### src/rtl/ks_pkg.sv
package ks_pkg;
  localparam int KW = 4;

  typedef struct packed {
    logic          vld;
    logic [KW-1:0] key;
  } fwd_t;

  function automatic logic [KW-1:0] subst(input logic [KW-1:0] x);
    logic [KW-1:0] y;
    case (x)
      4'h0: y = 4'hC;  4'h1: y = 4'h5;  4'h2: y = 4'h6;  4'h3: y = 4'hB;
      4'h4: y = 4'h9;  4'h5: y = 4'h0;  4'h6: y = 4'hA;  4'h7: y = 4'hD;
      4'h8: y = 4'h3;  4'h9: y = 4'hE;  4'hA: y = 4'hF;  4'hB: y = 4'h8;
      4'hC: y = 4'h4;  4'hD: y = 4'h7;  4'hE: y = 4'h1;  default: y = 4'h2;
    endcase
    return y;
  endfunction

  function automatic logic [KW-1:0] encipher(input logic [KW-1:0] p,
                                             input logic [KW-1:0] k);
    return subst(p ^ k) ^ {k[0], k[KW-1:1]};
  endfunction
endpackage

### src/rtl/ks_cipher.sv
module ks_cipher
  import ks_pkg::*;
(
  input  logic [KW-1:0] key_i,
  input  logic [KW-1:0] plain_i,
  input  logic [KW-1:0] cipher_i,
  output logic          agree_o
);
  logic [KW-1:0] ct;

  always_comb begin
    ct      = encipher(plain_i, key_i);
    agree_o = (ct == cipher_i);
  end
endmodule

### src/rtl/ks_match.sv
module ks_match (
  input  logic clk,
  input  logic rst_n,
  input  logic init_i,
  input  logic take_i,
  input  logic agree_i,
  output logic flag_o
);
  logic failed;

  always_ff @(posedge clk or negedge rst_n) begin
    if (!rst_n) begin
      flag_o <= 1'b0;
      failed <= 1'b0;
    end else if (init_i) begin
      flag_o <= 1'b0;
      failed <= 1'b0;
    end else if (take_i) begin
      if (agree_i && !failed) begin
        flag_o <= 1'b1;
      end else begin
        flag_o <= 1'b0;
        failed <= 1'b1;
      end
    end
  end
endmodule

### src/rtl/ks_fwd.sv
module ks_fwd
  import ks_pkg::*;
(
  input  logic          clk,
  input  logic          rst_n,
  input  logic          own_hit_i,
  input  logic [KW-1:0] own_key_i,
  input  fwd_t          left_i,
  input  fwd_t          below_i,
  output fwd_t          out_o
);
  always_ff @(posedge clk or negedge rst_n) begin
    if (!rst_n)            out_o <= '0;
    else if (own_hit_i)    out_o <= '{vld: 1'b1, key: own_key_i};
    else if (left_i.vld)   out_o <= left_i;
    else                   out_o <= below_i;
  end
endmodule

### src/rtl/ks_cell.sv
module ks_cell
  import ks_pkg::*;
#(
  parameter int ROW  = 0,
  parameter int COL  = 0,
  parameter int COLS = 4
) (
  input  logic          clk,
  input  logic          rst_n,
  input  logic          init_i,
  input  logic          take_i,
  input  logic [KW-1:0] plain_i,
  input  logic [KW-1:0] cipher_i,
  input  fwd_t          left_i,
  input  fwd_t          below_i,
  output fwd_t          out_o
);
  localparam int            KEY_IDX = (COLS * ROW + COL + 1) % (1 << KW);
  localparam logic [KW-1:0] OWN_KEY = KW'(KEY_IDX);

  logic agree;
  logic flag;

  ks_cipher u_ciph (
    .key_i    (OWN_KEY),
    .plain_i  (plain_i),
    .cipher_i (cipher_i),
    .agree_o  (agree)
  );

  ks_match u_match (
    .clk     (clk),
    .rst_n   (rst_n),
    .init_i  (init_i),
    .take_i  (take_i),
    .agree_i (agree),
    .flag_o  (flag)
  );

  ks_fwd u_fwd (
    .clk       (clk),
    .rst_n     (rst_n),
    .own_hit_i (flag),
    .own_key_i (OWN_KEY),
    .left_i    (left_i),
    .below_i   (below_i),
    .out_o     (out_o)
  );
endmodule

### src/rtl/keysearch_grid.sv
module keysearch_grid
  import ks_pkg::*;
#(
  parameter int ROWS = 4,
  parameter int COLS = 4
) (
  input  logic          clk,
  input  logic          rst_n,
  input  logic          init_i,
  input  logic          chunk_valid_i,
  output logic          chunk_ready_o,
  input  logic [KW-1:0] plain_i,
  input  logic [KW-1:0] cipher_i,
  output logic          found_o,
  output logic [KW-1:0] found_key_o
);
  localparam int TOP = ROWS - 1;
  localparam int RGT = COLS - 1;

  logic take;
  fwd_t res   [ROWS][COLS];
  fwd_t lft_w [ROWS][COLS];
  fwd_t blw_w [ROWS][COLS];

  assign chunk_ready_o = !init_i;
  assign take          = chunk_valid_i && chunk_ready_o;

  for (genvar r = 0; r < ROWS; r++) begin : g_row
    for (genvar c = 0; c < COLS; c++) begin : g_col
      if (c == 0) begin : g_edge_l
        assign lft_w[r][c] = '0;
      end else begin : g_link_l
        assign lft_w[r][c] = res[r][c-1];
      end
      if (r == 0) begin : g_edge_b
        assign blw_w[r][c] = '0;
      end else begin : g_link_b
        assign blw_w[r][c] = res[r-1][c];
      end

      ks_cell #(.ROW(r), .COL(c), .COLS(COLS)) u_cell (
        .clk      (clk),
        .rst_n    (rst_n),
        .init_i   (init_i),
        .take_i   (take),
        .plain_i  (plain_i),
        .cipher_i (cipher_i),
        .left_i   (lft_w[r][c]),
        .below_i  (blw_w[r][c]),
        .out_o    (res[r][c])
      );
    end
  end

  assign found_o     = res[TOP][RGT].vld;
  assign found_key_o = res[TOP][RGT].key;
endmodule

### config.mk
export PLATFORM = sky130hd
export DESIGN_NAME = keysearch_grid
export DESIGN_NICKNAME = d
export VERILOG_FILES = /design/src/rtl/ks_pkg.sv /design/src/rtl/ks_cipher.sv /design/src/rtl/ks_match.sv /design/src/rtl/ks_fwd.sv /design/src/rtl/ks_cell.sv /design/src/rtl/keysearch_grid.sv
export SDC_FILE = /design/constraint.sdc
export NUM_CORES = 1
export LEC_CHECK = 0
export ABC_AREA = 1
export BUFFER_PORTS_ARGS = -buffer_cell sky130_fd_sc_hd__buf_4
export CORE_UTILIZATION = 50
export DETAILED_ROUTE_END_ITERATION = 7
export PLACE_DENSITY_LB_ADDON = 0.25
export REMOVE_ABC_BUFFERS = 1
export SLEW_MARGIN = 0
export SYNTH_ARGS = -nofsm -noshare
export SYNTH_HDL_FRONTEND = slang
export SYNTH_SLANG_ARGS = --single-unit
### constraint.sdc
create_clock -name clk -period 1.15 [get_ports clk]
set_input_delay 0.115 -clock clk [delete_from_list [all_inputs] [get_ports clk]]
set_output_delay 0.115 -clock clk [all_outputs]
set_load 0.05 [all_outputs]
After elaboration in Yosys (flattened, before gate mapping)

Memory sizes are Yosys's and may differ from the RTL's.
Cells that the tools add are included.
Widths: inputs -> output; s select.

Equality and inequality tests: 32
Reduce and logical (&&, ||, !) cells: 51
Bitwise operators: 30
Mux-type cells: 124

Operators with widths:

| kind               | number |
|---|---|
| $mux 5             | 28 |
| $mux 1             | 96 |
| $eq 4x4->1         | 16 |
| $ne 2x2->1 const B | 16 |
| $reduce_and 2->1   | 16 |
| $not 2->2          | 12 |
| $not 3->3          | 8 |
| $logic_and 1x1->1  | 17 |
| $logic_not 1->1    | 17 |
| $not 1->1          | 8 |
| $not 4->4          | 2 |
| $reduce_bool 2->1  | 1 |

Memories kept: 16
ROM bits: 1,024
Bits of input ports: 12
Register bits: 112

Memories:

| name            | depth | width | rd ports | clocked after memory_dff | wr ports | RTL line     | RTL |
|---|---|---|---|---|---|---|---|
| (no name shown) | 16    | 4     | 1        | 0                        | 0        | ks_pkg.sv:11 | `case (x)` |
| (no name shown) | 16    | 4     | 1        | 0                        | 0        | ks_pkg.sv:11 |  |
| (no name shown) | 16    | 4     | 1        | 0                        | 0        | ks_pkg.sv:11 |  |
| (no name shown) | 16    | 4     | 1        | 0                        | 0        | ks_pkg.sv:11 |  |
| (no name shown) | 16    | 4     | 1        | 0                        | 0        | ks_pkg.sv:11 |  |
| (no name shown) | 16    | 4     | 1        | 0                        | 0        | ks_pkg.sv:11 |  |
| +10 memories    | -     | -     | -        | -                        | -        | -            |  |

Depth between registers and ports, before layout

Gate-level depths: netlist (run 1).
An unclocked memory read counts as a cell.

Depth in word-level cells: 8
Mapped depth: 14
Mapped depth without buffers: 14

Modules after synthesis

Synthesis (run 1) repeated with hierarchy kept, for this count alone.

Cell total of the unflattened synthesis: 2,150
Area, all modules: 12,190.4 µm²

Modules (own cells, without submodules):

| module                                           | times used | area an instance (µm²) | cells each | seq. area each (µm²) |
|---|---|---|---|---|
| ks_fwd                                           | 16         | 250.2                  | 37         | 125.1 |
| ks_cipher at g_row[1].g_col[3].u_cell.u_ciph ... | 9          | 417.9                  | 87         | 0.0 |
| ks_cipher at g_row[0].g_col[0].u_cell.u_ciph ... | 6          | 415.4                  | 84         | 0.0 |
| ks_match                                         | 16         | 86.3                   | 10         | 50.0 |
| ks_cipher at g_row[1].g_col[0].u_cell.u_ciph     | 1          | 421.7                  | 77         | 0.0 |
| ks_cell at g_row[0].g_col[0].u_cell ...          | 14         | 7.5                    | 2          | 0.0 |
| keysearch_grid                                   | 1          | 17.5                   | 4          | 0.0 |
| ks_cell at g_row[3].g_col[2].u_cell ...          | 2          | 3.8                    | 1          | 0.0 |

Worst setup path before layout (run 1)

No wires, ideal clock.

Kind: input to register
Start: input port init_i
End: register g_row[0].g_col[0].u_cell.u_match.failed
Arrival time: 1,461 ps
Path buffers: 3
Stages on the path: 6
Slack: -378 ps
Path through: buf_2 > inv_1 > clkbuf_1 > clkbuf_1 > nand3_1 > nand2_1

Longest elaborated chain between the ends: 4

Ends and longest elaborated chain:

| element                            | RTL line             | RTL |
|---|---|---|
| start: declaration                 | keysearch_grid.sv:9  | `input logic init_i,` |
| $logic_not 1->1                    | keysearch_grid.sv:25 | `assign chunk_ready_o = !init_i;` |
| via chunk_ready_o                  | keysearch_grid.sv:11 | `output logic chunk_ready_o,` |
| $logic_and 1x1->1                  | keysearch_grid.sv:26 | `assign take = chunk_valid_i && chunk_ready_o;` |
| $reduce_bool 2->1 (no source line) | -                    |  |
| $reduce_and 2->1 (no source line)  | -                    |  |
| end signal: assignment             | ks_match.sv:14       | `failed <= 1'b0;` |
| end signal: assignment             | ks_match.sv:17       | `failed <= 1'b0;` |
| end signal: assignment             | ks_match.sv:23       | `failed <= 1'b1;` |
| end: declaration                   | ks_match.sv:9        | `logic failed;` |

The timed path passes the listed nets, and every way through them passes these cells.
A chain may end at the register's enable or synchronous reset.

Worst setup path after layout (run 1)

Start: input port plain_i[0]
End: register g_row[2].g_col[2].u_cell.u_match.failed

Longest elaborated chain between the ends: 7

Ends and longest elaborated chain:

| element                               | RTL line             | RTL |
|---|---|---|
| start: declaration                    | keysearch_grid.sv:12 | `input logic [KW-1:0] plain_i,` |
| $not 3->3 (no source line) (*)        | -                    |  |
| $mem_v2 16x4 (*)                      | -                    |  |
| $not 3->3 (no source line)            | -                    |  |
| $eq 4x4->1 (*)                        | ks_cipher.sv:13      | `agree_o = (ct == cipher_i);` |
| $logic_and 1x1->1 (*)                 | ks_match.sv:19       | `if (agree_i && !failed) begin` |
| $ne 2x2->1 (no source line) (*)       | -                    |  |
| $reduce_and 2->1 (no source line) (*) | -                    |  |
| end signal: assignment                | ks_match.sv:14       |  |
| end signal: assignment                | ks_match.sv:17       |  |
| end signal: assignment                | ks_match.sv:23       |  |
| end: declaration                      | ks_match.sv:9        |  |

Every way passes the cells marked *; elsewhere a longest branch is shown, timed or not.

==> results of run 1 <==
cells in the mapped netlist:
| cell | count |
|---|---|
| nand2_1 | 348 |
| nor3_1 | 2 |
| nand3_2 | 1 |
| buf_6 | 3 |
| buf_4 | 2 |
| buf_1 | 1 |
| inv_4 | 1 |
| nand2_2 | 7 |
| nand2_4 | 1 |
| a21oi_1 | 16 |
| ha_1 | 8 |
| o211ai_1 | 2 |
| xor2_1 | 3 |
| o21ai_1 | 18 |
| nand3_1 | 141 |
| dfrtp_1 | 94 |
| buf_2 | 12 |
| clkbuf_1 | 19 |
| inv_1 | 51 |
| clkinv_1 | 2 |
| nor2_1 | 88 |
| nand3b_1 | 5 |
| inv_2 | 1 |
| or2_2 | 5 |
| o21ai_0 | 21 |
| o21ai_2 | 1 |
power groups by stage:
| stage | logic (mW) | clock network (mW) | registers (mW) |
|---|---|---|---|
| floorplan | 1.27 | 0 | 4.24 |
| global placement | 2.41 | 0 | 4.01 |
| detailed placement | 2.45 | 0 | 4.02 |
| CTS | 2.67 | 3.80 | 3.97 |
| global route | 3.13 | 3.93 | 4.03 |
| finish | 2.85 | 3.75 | 3.97 |
path summary, 6_finish.rpt:
| kind | start | end | cells after the start |
|---|---|---|---|
| hold / removal | chunk_valid_i | g_row[0].g_col[0].u_cell.u_match.failed$_DFFE_PN0P_ | 3 |
| setup reg to reg | g_row[2].g_col[3].u_cell.u_match.failed$_DFFE_PN0P_ | g_row[2].g_col[3].u_cell.u_match.failed$_DFFE_PN0P_ | 6 |
| max in group asynchronous | rst_n | g_row[3].g_col[2].u_cell.u_match.failed$_DFFE_PN0P_ | 3 |
| setup / recovery | plain_i[0] | g_row[2].g_col[2].u_cell.u_match.failed$_DFFE_PN0P_ | 13 |
| hold reg to reg | g_row[0].g_col[0].u_cell.u_match.flag_o$_DFFE_PN0P_ | g_row[0].g_col[0].u_cell.u_fwd.out_o[0]$_DFF_PN0_ | 0 |
| min in group asynchronous | rst_n | g_row[3].g_col[1].u_cell.u_fwd.out_o[0]$_DFF_PN0_ | 2 |
what timing repair did:
action,4_1_cts,5_1_grt
hold buffers,1,0
setup endpoints to repair,32,32
resized for setup,108,64
gates cloned,1,1
buffers inserted,5,1
endpoints found under the hold margin,94,0
pin swaps,41,28
final cells by class:
cell class | instances | area (sq um) | area share, %
Clock inverter | 7 | 160 | 2.15
Inverter | 55 | 234 | 3.14
Tap cell | 140 | 175 | 2.35
Multi-Input combinational cell | 669 | 3470 | 46.6
Clock buffer | 9 | 225 | 3.02
Sequential cell | 94 | 2350 | 31.6
Timing Repair Buffer | 83 | 827 | 11.1
stage by stage:
stage	setup slack (ns)	cells
after floorplan	-0.402	816
after global placement	-0.644	1032
after detailed placement	-0.693	1032
after CTS	-0.0638	1055
after global routing	-0.216	1057
final	-0.136	1057
kinds of logic (layout without fill, tap and decap cells):
logic type / count (synthesis) / count (layout) / synth area share [%]
compound gates: 58 / 58 / 5.29
xor+xnor: 3 / 3 / 0.465
fa+ha+maj: 8 / 8 / 1.77
buf+inv: 92 / 154 / 6.95
flops: 94 / 94 / 41.6
simple gates: 598 / 600 / 44.0
state kept, by name, summed over array words and instances, names as in the netlist:
signal and count:
g_row.g_col.u_cell.u_match.failed 16, g_row.g_col.u_cell.u_match.flag_o 16, g_row.g_col.u_cell.u_fwd.out_o 62
per-layer routing:
layer / track usage [%] / share of wire, % / wire length [um]
met1: 40.7 / 44 / 7340
met2: 47.8 / 46 / 7610
met3: 5.55 / 6.5 / 1080
met4: 10.6 / 3.1 / 515
met5: 0 / 0 / 0
worst max-delay path, stage by stage:
cell and delay [ns]:
buf_8 0.09, inv_6 0.04, ha_4 0.26, inv_6 0.11
nand2_8 0.09, nand2_2 0.12, nand2_2 0.09, nand2_1 0.07
nand2_1 0.06, a21oi_2 0.18, nand3_1 0.12, nand3_1 0.10
nand2_1 0.06
==> impl_metrics.tcl, run 1 <==
set metrics [dict create \
    finish.utilization_pct 68.1 \
    path_max_fanout 5 \
    fin_area_sq_mm 0.00745 \
    grt_max_degree 30 \
    numCtsBuffers 9 \
    clockBufferDepth 2 \
    drt_iter0_drc 449 \
    min_period_over_period_pct 112 \
    dpl-instance-area_sq_mm 0.00636 \
    clock-sinks 94 \
    hold_viol 0 \
    area_growth_pct 31.7 \
    h-tree-depth 3 \
    dp_hpwl_um 11900 \
    tightest_slew_ns 0.267 \
    post_synth.cell_area_avg_sq_um 6.63 \
    netlist_instances 853 \
    dieArea_sq_mm 0.0117 \
    leakage_nw 3.94 \
    combPwrFrac_pct 27.0 \
    io_pins 18 \
    rows 38 \
    fin_ws_ns -0.136 \
    layout_commonest_cell "nand2_1" \
    hold_ws_ns 0.0579 \
    worstSetupPathType "input pin to flop" \
    maxCapViolations 0 \
    avgViaCountPerCell 5.49 \
    failed_checks "setup timing" \
    status "complete, but fails checks" \
    arrival_ns 1.51 \
    hp-class "input pin to flop" \
    rsz0062_at_grt "yes" \
    place.gp.congestion 0.960 \
    cp.required_ns 1.38 \
    grt_usage_pct 30.0 \
    powerDensity_mw_per_mm2 1420 \
    antenna_found_initial 0 \
    cts_tree "done" \
    ys_warn_count 0 \
    swShare_pct 30.9 \
    clk_pin_slew_ns 0.06 \
    ant_nets 0 \
    cts_root_buf "clkbuf_16" \
    grt_pass1_vias 5637 \
    synth_top_area_share_pct 41.6 \
    clk_latency_ns 0.34 \
    die_h_um 108 \
    nFillCells 917 \
    drive_gt1_share_pct 25.8 \
    fin_skew_ns 0.00880 \
    syn_area_sq_mm 0.00566 \
    start_kind "input pin" \
    die_w_um 108 \
    grt_pass1_wl_um 27000 \
    maxSlewHeadroom_pct 82.2 \
    netSwitchingPower_mw 3.26 \
    synth_seq_cells 94 \
    power.internal_mw 7.31 \
    firstDrtPassIters 7 \
    n_antenna_cell 0 \
    start_util_pct 51.7 \
    slew_violations 0 \
    finalCriticalPeriod_ns 1.29 \
    rrSetupSlack_ns 0 \
    power_frac_clock_pct 35.5 \
    setup_tns_ns -1.54 \
    ys_types 26 \
    avgRoutedWirePerCell_um 15.6 \
    seq_power_share_pct 37.5 \
    synth_largest_area_cell "dfrtp_1" \
    portBuffers 17 \
    overflow 0 \
    drt-total-wl_um 16500 \
    layout_common_cells "nand2_1, nand3_1, dfrtp_1, nor2_1, buf_4" \
    seq_area_frac_synth_pct 41.6 \
    fmax_ghz 0.777 \
    total_power_mw 10.6 \
    synthTopCellsByArea "dfrtp_1, nand2_1, nand3_1, nor2_1, inv_1" \
    core_sq_mm 0.0109 \
    ir_worst_vdd_mv 1.48 \
    final_nets 932 \
    drc_errors 0 \
    end_kind "flop" \
    setup_viol 27 \
    vias 5806 \
]
(Power assumes the default switching activity.)
==> run 2, diff against run 1 <==
SETUP_SLACK_MARGIN = 0.05   (was not set)
==> run 2 against run 1 <==
  * The flow still finishes with violations (setup timing)
  * Global-route usage down 0.052 points
  * Critical path type unchanged
  * Cell area grew 0.20%
  * Sequential cell count stayed put
  * Sequential power is essentially flat
  * Critical path depth did not move
  * Die area did not move
==> impl_metrics.tcl, run 2 (synthesis results as in run 1) <==
set metrics [dict create \
    layout_common_cells "nand2_1, nand3_1, dfrtp_1, nor2_1, buf_4" \
    die_w_um 108 \
    place.gp.congestion 0.960 \
    drt_iter0_drc 510 \
    leakage_nw 3.96 \
    arrival_ns 1.54 \
    grt_pass1_wl_um 26900 \
    drt-total-wl_um 16600 \
    fin_area_sq_mm 0.00746 \
    final_nets 932 \
    drc_errors 0 \
    core_sq_mm 0.0109 \
    clk_latency_ns 0.34 \
    firstDrtPassIters 5 \
    critPathMaxStageDelay_ns 0.31 \
    rsz0062_at_grt "yes" \
    io_pins 18 \
    n_antenna_cell 0 \
    grt_usage_pct 29.9 \
    powerDensity_mw_per_mm2 1420 \
    ant_nets 0 \
    layout_commonest_cell "nand2_1" \
    start_kind "input pin" \
    cts_root_buf "clkbuf_16" \
    total_power_mw 10.6 \
    maxCapViolations 0 \
    layout.cells.non_filler 1057 \
    rows 38 \
    cp_slowest_cell "ha_4" \
    vias 5777 \
    reg_top3 "g_row.g_col.u_cell.u_fwd.out_o x62, g_row.g_col.u_cell.u_match.failed x16, g_row.g_col.u_cell.u_match.flag_o x16" \
    path_cells "buf_8 > inv_6 > ha_4 > buf_6 > nand2_8 > nand2_4 > nand2_4 > buf_6 > nand3_2 > nand2_1 > nand3b_1 > nand3_1 > nand2_1" \
    largest-register "g_row.g_col.u_cell.u_fwd.out_o" \
    rrSetupSlack_ns 0.01 \
    maxSlewHeadroom_pct 78.1 \
    tightest_slew_ns 0.328 \
    numCtsBuffers 9 \
    clockBufferDepth 2 \
    cts_tree "done" \
    clock-sinks 94 \
    min_period_over_period_pct 114 \
    avgRoutedWirePerCell_um 15.7 \
    antenna_found_initial 0 \
    clk_pin_slew_ns 0.07 \
    post-place-cells 1032 \
    overflow 0 \
    pre_cts_slack_ns -0.693 \
    end_kind "flop" \
    failed_checks "setup timing" \
    slew_violations 0 \
    portBuffers 17 \
    hp-start "chunk_valid_i" \
    fmax_ghz 0.764 \
    hold_ws_ns 0.0577 \
    ir_worst_vdd_mv 1.48 \
    fin_skew_ns 0.00872 \
    avgViaCountPerCell 5.47 \
    h-tree-depth 3 \
    die_h_um 108 \
    dieArea_sq_mm 0.0117 \
    grt_max_degree 30 \
    fin_ws_ns -0.158 \
    drive_gt1_share_pct 25.7 \
    start_util_pct 51.7 \
    status "complete, but fails checks" \
    dp_hpwl_um 11900 \
    worstSetupPathType "input pin to flop" \
    largest_reg_flops 62 \
    path_max_fanout 5 \
    cp.required_ns 1.38 \
    reg2reg_from "g_row[2].g_col[3].u_cell.u_match.failed$_DFFE_PN0P_" \
    hold_viol 0 \
    dpl-instance-area_sq_mm 0.00636 \
    setup_viol 26 \
    finalCriticalPeriod_ns 1.31 \
    area_growth_pct 31.9 \
    hp-class "input pin to flop" \
    crit_start "plain_i[1]" \
    grt_pass1_vias 5624 \
]
-- run 2: critical path: cells and delay by family --
| kind | cells | cell delay (ns) |
|---|---|---|
| fa+ha+maj | 1 | 0.31 |
| simple gates | 8 | 0.73 |
| buf+inv | 4 | 0.39 |
-- run 2: cell type report --
class	count	area, sq um
Multi-Input combinational cell	669	3490
Clock inverter	7	160
Tap cell	140	175
Sequential cell	94	2350
Clock buffer	9	225
Fill cell	917	3470
Timing Repair Buffer	83	831
Inverter	55	231
-- run 2: final timing paths --
path / to / cells past startpoint
setup / recovery: g_row[3].g_col[3].u_cell.u_match.failed$_DFFE_PN0P_ / 13
hold / removal: g_row[0].g_col[0].u_cell.u_match.failed$_DFFE_PN0P_ / 3
setup reg to reg: g_row[2].g_col[3].u_cell.u_match.failed$_DFFE_PN0P_ / 6
hold reg to reg: g_row[0].g_col[0].u_cell.u_fwd.out_o[0]$_DFF_PN0_ / 0
max in group asynchronous: g_row[3].g_col[2].u_cell.u_match.failed$_DFFE_PN0P_ / 3
min in group asynchronous: g_row[3].g_col[1].u_cell.u_fwd.out_o[0]$_DFF_PN0_ / 2
-- run 2: per-layer routing --
layer | vias to the layer above | wire, um | GRT usage, %
met2 | 196 | 7630 | 47.7
met4 | 0 | 502 | 10.3
met5 | - | 0 | 0
met1 | 2706 | 7390 | 40.8
li1 | 2836 | - | -
met3 | 39 | 1080 | 5.49
-- run 2: where the power goes --
group / leakage [nW] / internal (mW) / switching (mW) / total, mW
clock network: 0.189 / 2.55 / 1.19 / 3.74
registers: 1.25 / 3.74 / 0.230 / 3.97
logic: 2.52 / 1.01 / 1.84 / 2.85
total: 3.96 / 7.31 / 3.26 / 10.6
-- run 2: timing repair --
| action | in CTS | in global routing |
|---|---|---|
| endpoints found under the setup margin | 32 | 32 |
| pin swaps | 43 | 23 |
| gates cloned | 1 | 1 |
| setup buffers | 5 | 1 |
| endpoints found under the hold margin | 94 | 0 |
| resized for setup | 117 | 59 |
| hold buffers | 1 | 0 |
-- run 2: stage by stage --
stage	TNS, ns	utilization (%)
6_report	-1.67	68.2
5_1_grt	-4.23	68.2
4_1_cts	-0.605	65.9
3_5_place_dp	-18.99	58.1
3_3_place_gp	-17.58	58.1
2_1_floorplan	-10.70	-
